**src/rtl/fsm_check_pkg.sv**
```systemverilog
// Shared constants and types for the checking-experiment sequencer.
// Assumes the stored pattern starts with the machine under test in state A.
// Bit k of each vector belongs to step k.
package fsm_check_pkg;

    localparam int SEQ_LEN_DEF = 31;

    // Input bits applied to the machine, step 30 down to step 0.
    localparam logic [SEQ_LEN_DEF-1:0] STIM_DEF = 31'b1010_1010_1110_0010_1011_0010_1100_100;

    // Expected fault-free response bits, step 30 down to step 0.
    localparam logic [SEQ_LEN_DEF-1:0] RESP_DEF = 31'b0111_0110_0111_0101_1111_0111_0000_001;

    // State encoding of the four-state reference machine.
    typedef enum logic [1:0] {
        ST_A = 2'd0,
        ST_B = 2'd1,
        ST_C = 2'd2,
        ST_D = 2'd3
    } mstate_t;

endpackage

```
**src/rtl/seq_rom.sv**
```systemverilog
// Constant pattern store: returns the stimulus bit and the expected
// response bit for one step index. Indexes past the end read as 0.
module seq_rom #(
    parameter int SEQ_LEN = fsm_check_pkg::SEQ_LEN_DEF,
    parameter int STEP_W  = $clog2(SEQ_LEN),
    parameter logic [SEQ_LEN-1:0] STIM_V = fsm_check_pkg::STIM_DEF,
    parameter logic [SEQ_LEN-1:0] RESP_V = fsm_check_pkg::RESP_DEF
) (
    input  logic [STEP_W-1:0] idx,
    output logic              stim,
    output logic              expect_bit
);

    localparam logic [STEP_W:0] LEN_EXT = (STEP_W+1)'(SEQ_LEN);

    logic in_range;

    // Decode whether the index addresses a stored step.
    always_comb begin
        in_range = ({1'b0, idx} < LEN_EXT);
    end

    // Look up both bits of the addressed step.
    always_comb begin
        stim       = 1'b0;
        expect_bit = 1'b0;
        for (int i = 0; i < SEQ_LEN; i++) begin
            if (in_range && (idx == STEP_W'(i))) begin
                stim       = STIM_V[i];
                expect_bit = RESP_V[i];
            end
        end
    end

endmodule

```
**src/rtl/step_driver.sv**
```systemverilog
// Step counter and run control. It accepts start only when idle, walks
// the step index once per cycle and stops after the last step or when
// the comparator raises abort.
// Assumes abort is only asserted while a comparison is pending.
module step_driver #(
    parameter int SEQ_LEN = fsm_check_pkg::SEQ_LEN_DEF,
    parameter int STEP_W  = $clog2(SEQ_LEN)
) (
    input  logic              clk,
    input  logic              rst_n,
    input  logic              start,
    input  logic              tail_busy,
    input  logic              abort,
    output logic              launch,
    output logic              running,
    output logic [STEP_W-1:0] step
);

    localparam logic [STEP_W-1:0] LAST_STEP = STEP_W'(SEQ_LEN - 1);

    // Accept a start request only when no run or comparison is pending.
    always_comb begin
        launch = start && !running && !tail_busy;
    end

    // Advance the step index and drop out of the run when it ends.
    always_ff @(posedge clk) begin
        if (!rst_n) begin
            running <= 1'b0;
            step    <= '0;
        end else if (launch) begin
            running <= 1'b1;
            step    <= '0;
        end else if (running) begin
            if (abort || (step == LAST_STEP)) begin
                running <= 1'b0;
            end else begin
                step <= step + STEP_W'(1);
            end
        end
    end

    // every step lasts exactly one cycle while the run continues.
    assert_step_advance_R3: assert property (@(posedge clk) disable iff (!rst_n)
        (running && !abort && !start && (step != LAST_STEP))
            |=> (running && (step == $past(step) + STEP_W'(1))));

    // a start seen during a run does not restart the count.
    assert_start_ignored_R9: assert property (@(posedge clk) disable iff (!rst_n)
        (running && start && !abort && (step != LAST_STEP))
            |=> (step != '0));

endmodule

```
**src/rtl/resp_cmp.sv**
```systemverilog
// Response capture and comparison. It registers the response of the step
// just applied, compares it in the following cycle, and reports the
// verdict. The first mismatch is held until the next launch.
// Assumes resp is valid at the clock edge that ends each step.
module resp_cmp #(
    parameter int SEQ_LEN = fsm_check_pkg::SEQ_LEN_DEF,
    parameter int STEP_W  = $clog2(SEQ_LEN)
) (
    input  logic              clk,
    input  logic              rst_n,
    input  logic              launch,
    input  logic              cap_en,
    input  logic              resp,
    input  logic              expect_bit,
    input  logic [STEP_W-1:0] step,
    output logic              cap_vld,
    output logic              abort,
    output logic              done,
    output logic              pass,
    output logic              fail,
    output logic [STEP_W-1:0] fail_step
);

    localparam logic [STEP_W-1:0] LAST_STEP = STEP_W'(SEQ_LEN - 1);

    logic              cap_resp;
    logic              cap_exp;
    logic [STEP_W-1:0] cap_idx;
    logic              last_ok;

    // Register the response, its expected value and its step index.
    always_ff @(posedge clk) begin
        if (!rst_n) begin
            cap_vld  <= 1'b0;
            cap_resp <= 1'b0;
            cap_exp  <= 1'b0;
            cap_idx  <= '0;
        end else begin
            cap_vld  <= cap_en && !abort;
            cap_resp <= resp;
            cap_exp  <= expect_bit;
            cap_idx  <= step;
        end
    end

    // Flag a mismatch and a clean final step.
    always_comb begin
        abort   = cap_vld && (cap_resp != cap_exp);
        last_ok = cap_vld && (cap_resp == cap_exp) && (cap_idx == LAST_STEP);
    end

    // Produce the one-cycle verdict pulses.
    always_ff @(posedge clk) begin
        if (!rst_n) begin
            done <= 1'b0;
            pass <= 1'b0;
        end else begin
            done <= abort || last_ok;
            pass <= last_ok;
        end
    end

    // Hold the first failure and its step until the next run begins.
    always_ff @(posedge clk) begin
        if (!rst_n) begin
            fail      <= 1'b0;
            fail_step <= '0;
        end else if (launch) begin
            fail      <= 1'b0;
            fail_step <= '0;
        end else if (abort) begin
            fail      <= 1'b1;
            fail_step <= cap_idx;
        end
    end

    // the pass pulse lasts one cycle and always comes with done.
    assert_pass_pulse_R5: assert property (@(posedge clk) disable iff (!rst_n)
        pass |-> (done && !fail) ##1 !pass);

    // a mismatch always ends in a done pulse with fail set.
    assert_abort_reports_R6: assert property (@(posedge clk) disable iff (!rst_n)
        abort |=> (done && fail && !pass));

    // the failure record is held while no new run starts.
    assert_fail_held_R8: assert property (@(posedge clk) disable iff (!rst_n)
        (fail && !launch) |=> (fail && $stable(fail_step)));

endmodule

```
**src/rtl/fsm_check_seq.sv**
```systemverilog
// Top of the checking-experiment sequencer: pattern store, step driver
// and response comparator. Assumes the machine under test is in state A
// when the first step is applied and advances only while stim_valid is high.
module fsm_check_seq #(
    parameter int SEQ_LEN = fsm_check_pkg::SEQ_LEN_DEF,
    parameter int STEP_W  = $clog2(SEQ_LEN)
) (
    input  logic              clk,
    input  logic              rst_n,
    input  logic              start,
    output logic              stim_bit,
    output logic              stim_valid,
    input  logic              resp_bit,
    output logic              done,
    output logic              pass,
    output logic              fail,
    output logic [STEP_W-1:0] fail_step
);

    logic              launch;
    logic              running;
    logic [STEP_W-1:0] step;
    logic              cap_vld;
    logic              abort;
    logic              rom_stim;
    logic              rom_exp;

    step_driver #(.SEQ_LEN(SEQ_LEN), .STEP_W(STEP_W)) drv_i (
        .clk       (clk),
        .rst_n     (rst_n),
        .start     (start),
        .tail_busy (cap_vld),
        .abort     (abort),
        .launch    (launch),
        .running   (running),
        .step      (step)
    );

    seq_rom #(
        .SEQ_LEN (SEQ_LEN),
        .STEP_W  (STEP_W),
        .STIM_V  (fsm_check_pkg::STIM_DEF),
        .RESP_V  (fsm_check_pkg::RESP_DEF)
    ) rom_i (
        .idx        (step),
        .stim       (rom_stim),
        .expect_bit (rom_exp)
    );

    resp_cmp #(.SEQ_LEN(SEQ_LEN), .STEP_W(STEP_W)) cmp_i (
        .clk        (clk),
        .rst_n      (rst_n),
        .launch     (launch),
        .cap_en     (running),
        .resp       (resp_bit),
        .expect_bit (rom_exp),
        .step       (step),
        .cap_vld    (cap_vld),
        .abort      (abort),
        .done       (done),
        .pass       (pass),
        .fail       (fail),
        .fail_step  (fail_step)
    );

    // Drive the machine under test only during a run.
    always_comb begin
        stim_valid = running;
        stim_bit   = running && rom_stim;
    end

    // once the verdict is out, no further step is applied.
    assert_halt_on_done_R7: assert property (@(posedge clk) disable iff (!rst_n)
        done |-> !stim_valid);

    // an accepted start opens a run in the next cycle.
    assert_launch_runs_R2: assert property (@(posedge clk) disable iff (!rst_n)
        launch |=> stim_valid);

endmodule

```
**config.mk**
```make
export PLATFORM = sky130hd
export DESIGN_NAME = fsm_check_seq
export DESIGN_NICKNAME = d
export VERILOG_FILES = /design/src/rtl/fsm_check_pkg.sv /design/src/rtl/seq_rom.sv /design/src/rtl/step_driver.sv /design/src/rtl/resp_cmp.sv /design/src/rtl/fsm_check_seq.sv
export SDC_FILE = /design/constraint.sdc
export NUM_CORES = 1
export LEC_CHECK = 0
export CORE_MARGIN = 2
export CORE_UTILIZATION = 54
export CTS_CLUSTER_DIAMETER = 40
export DETAILED_ROUTE_END_ITERATION = 7
export MAX_ROUTING_LAYER = met4
export PLACE_DENSITY = 0.78
export SYNTH_ARGS = -nofsm -noshare
export SYNTH_HDL_FRONTEND = slang
export SYNTH_SLANG_ARGS = --single-unit
export TNS_END_PERCENT = 10
```
**constraint.sdc**
```tcl
create_clock -name clk -period 2.13 [get_ports clk]
set_input_delay 0.213 -clock clk [delete_from_list [all_inputs] [get_ports clk]]
set_output_delay 0.213 -clock clk [all_outputs]
set_load 0.02 [all_outputs]
```
==> results.yml <==
drt:
  drt_iter0_drcs: 52
  total_wire_length_after_detailed_routing_um: 3330
  detailroute.via_count: 1229
  firstDrtPassIters: 4
  routed_via_density: 6.11
  wire_per_inst_um: 16.5
  drc: 0
  remaining_antenna_violation_count: 0
grt:
  grt_util_all_layers: 0.291
  grt_first_pass_wirelength_um: 5420
  top_usage_layer: "met2"
  antenna_found_initial: 0
  largest_net_degree_at_the_start_of_global_routing: 14
  global_route.usage.met2: 0.493
  number_of_global_route_vias_before_repair: 1134
  grt.met3_usage: 0.0476
  met1_layer_usage_reported_by_global_route: 0.344
  gr-total-overflow: 0
synthesis:
  post_synth_most_frequent_cells: "dfxtp_1, nand2_1, a21oi_1"
  synth-edff-count: 0
  post_synth_inst_count: 141
  synth_sequential_area_ratio: 0.376
  synthDistinctLibCells: 42
  postSynthRegisterBits: 22
  synth.top_cells.by_area: "dfxtp_1, ha_1, a21oi_1, nand2_1, nand3_1"
  netlist_area_sq_mm: 0.00117
  asyncSetResetFlopFracSynth: 0
  synth.most_common_cell: "dfxtp_1"
  avgSynthCellArea_sq_um: 8.30
  syn-num-nets: 150
  netlist.top_cell.by_area: "dfxtp_1"
  yosys_warnings: 0
  share_of_yosys_cell_area_claimed_by_the_top_area_cell_type: 0.376
  synthFlopType: "dfxtp_1"
cts:
  number_of_buffers_created_by_cts: 3
  cts-hold-fix-buffers: 0
  cts_root_buffer: "clkbuf_4"
  clock_sinks: 22
  worstSkewPairLatency_ns: 0.32
  clock_tree_from_tritoncts: "built"
  cts_max_path_buffers: 2
  worst_path_clk_slew_ns: 0.13
  cts_max_level: 1
critical_path:
  critical-path-max-stage-delay_ns: 0.39
  timing.critical_path.from_type: "flip-flop"
  critical_path.cell_chain: "buf_4 -> ha_4 -> inv_2 -> nor3_2 -> ha_2 -> nor2_4 -> nand4_1 -> a32oi_1 -> a311oi_2 -> o22ai_1 -> buf_4"
  worst_ep_required_time_ns: 1.92
  critPathCaptureType: "output port"
  crit_slowest_cell: "dfxtp_4"
  path_common_cell: "buf_4"
  critical_path_arrival_ns: 2.20
  cp_max_fo: 5
  worst-r2r-setup-slack_ns: 0.21
  timing.setup.critical_path_class: "flip-flop to output port"
floorplan:
  initial_standard_cell_utilization_of_the_core: 0.584
  boundaryPins: 14
  chipWidth_um: 50.5
  fp.dieArea_sq_mm: 0.00255
  placeableCoreArea_sq_mm: 0.00200
  placement_rows: 16
  die-height_um: 50.5
place:
  place_congestion: 1.00
  place_inst: 194
  count_of_input_and_output_buffers: 13
  dp_hpwl_um: 2200
power_and_ir_drop:
  power_per_cell_area_mw_per_mm2: 547
  power.leakage_nw: 0.600
  ir_drop_v: 0.000586
  fin_total_pwr_w: 0.000907
layout:
  number_of_nets_in_the_finished_design: 184
  post_layout_nonfiller_instances: 201
  final_layout_size_suffix_gt1_frac: 0.310
  synthToLayoutAreaGrowth_pct: 41.6
  antenna_cells_inserted: 0
  fill_cells: 134
sta:
  finalHoldViolations: 0
  setup-tns-final_ns: -0.287
  setup_slack_after_layout_ns: -0.287
  timing_worst_slew_pin_value_ns: 0.425
  finClkSkew_ns: 0.00713
  final-max-slew-violation-count: 0
  fmax_ghz: 0.414
  min_period_ns: 2.42
  setup_viol: 1
  min_period_over_period: 1.13
  unrepaired_setup_endpoints_after_global_routing: "yes"
  slew_headroom: 0.716
worst_hold_path:
  min_path_type: "input pin to flip-flop"
run_status:
  violations: "negative setup slack"
  run_status: "finished, violations left"
job:
  maxCapViolCount: 0
worst max-delay path, delay by kind of cell (launching register included):
| family | cells | cell delay (ns) |
|---|---|---|
| AOI/OAI and AO/OA | 3 | 0.51 |
| adders and majority gates | 2 | 0.35 |
| buffers and inverters | 3 | 0.39 |
| DFF | 1 | 0.39 |
| and+or+nand+nor | 3 | 0.24 |
power by group:
group,internal (W),switching (W)
sequential,0.000422,0.0000159
combinational,0.0000657,0.0000763
clock,0.000190,0.000136
per-layer routing:
layer  vias up  wire length, um
met5         -                0
met1       569             1300
li1        573                -
met3        15              266
met4         0               91
met2        72             1670
placed cells by master (no fill, tap or decap), types with 4 or more instances in the layout:
master,count
and2_1,6
buf_4,23
dfxtp_1,20
nand2_1,14
ha_4,4
nand3_1,8
nor2_1,7
o21ai_0,7
clkdlybuf4s50_1,12
o22ai_1,5
a21oi_1,11
layout make-up:
type	instances	area, sq um	share of cell area
well taps	27	33.8	0.0204
inverters	7	28.8	0.0174
clock buffers	3	22.5	0.0136
clock inverters	1	30.0	0.0181
repair buffers	39	347	0.209
flip-flops and latches	22	445	0.269
multi-input cells	102	749	0.452
state kept, by name, summed over array words and instances, names as in the netlist:
name             count
cmp_i.done           1
cmp_i.cap_exp        1
cmp_i.cap_idx        5
cmp_i.fail           1
cmp_i.cap_vld        1
drv_i.step           5
drv_i.running        1
cmp_i.cap_resp       1
cmp_i.pass           1
cmp_i.fail_step      5
worst paths after layout:
kind,endpoint,startpoint,cells past startpoint
setup / recovery,stim_bit,drv_i.step[1],11
hold / removal,drv_i.running,start,3
setup reg to reg,cmp_i.cap_exp,drv_i.step[1],9
hold reg to reg,cmp_i.fail_step[3],cmp_i.fail_step[3],2
repair_timing:
| action | 4_1_cts | 5_1_grt |
|---|---|---|
| pin swaps | 8 | 6 |
| gates resized for setup | 24 | 9 |
| hold endpoints to repair | 0 | 0 |
| endpoints found under the setup margin | 1 | 1 |
| setup buffers | 3 | 0 |
kinds of logic after synthesis:
kind of cell    Yosys count  synth area share
buf+inv                  17            0.0684
simple gates             52             0.232
flops                    22             0.376
fa+ha+maj                 5            0.0535
compound gates           40             0.224
xor+xnor                  3            0.0289
mux                       2            0.0171
through the flow:
step                cell area (sq um)  hold slack [ns]  setup slack [ns]  utilization
floorplan                        1170            0.340            0.0981            -
global placement                 1470            0.443            -0.269        0.732
detailed placement               1470            0.451            -0.293        0.732
CTS                              1610            0.466            -0.168        0.804
global route                     1660            0.487            -0.378        0.828
finish                           1660            0.467            -0.287        0.828
Note: power is estimated with default switching activity, not from simulation.
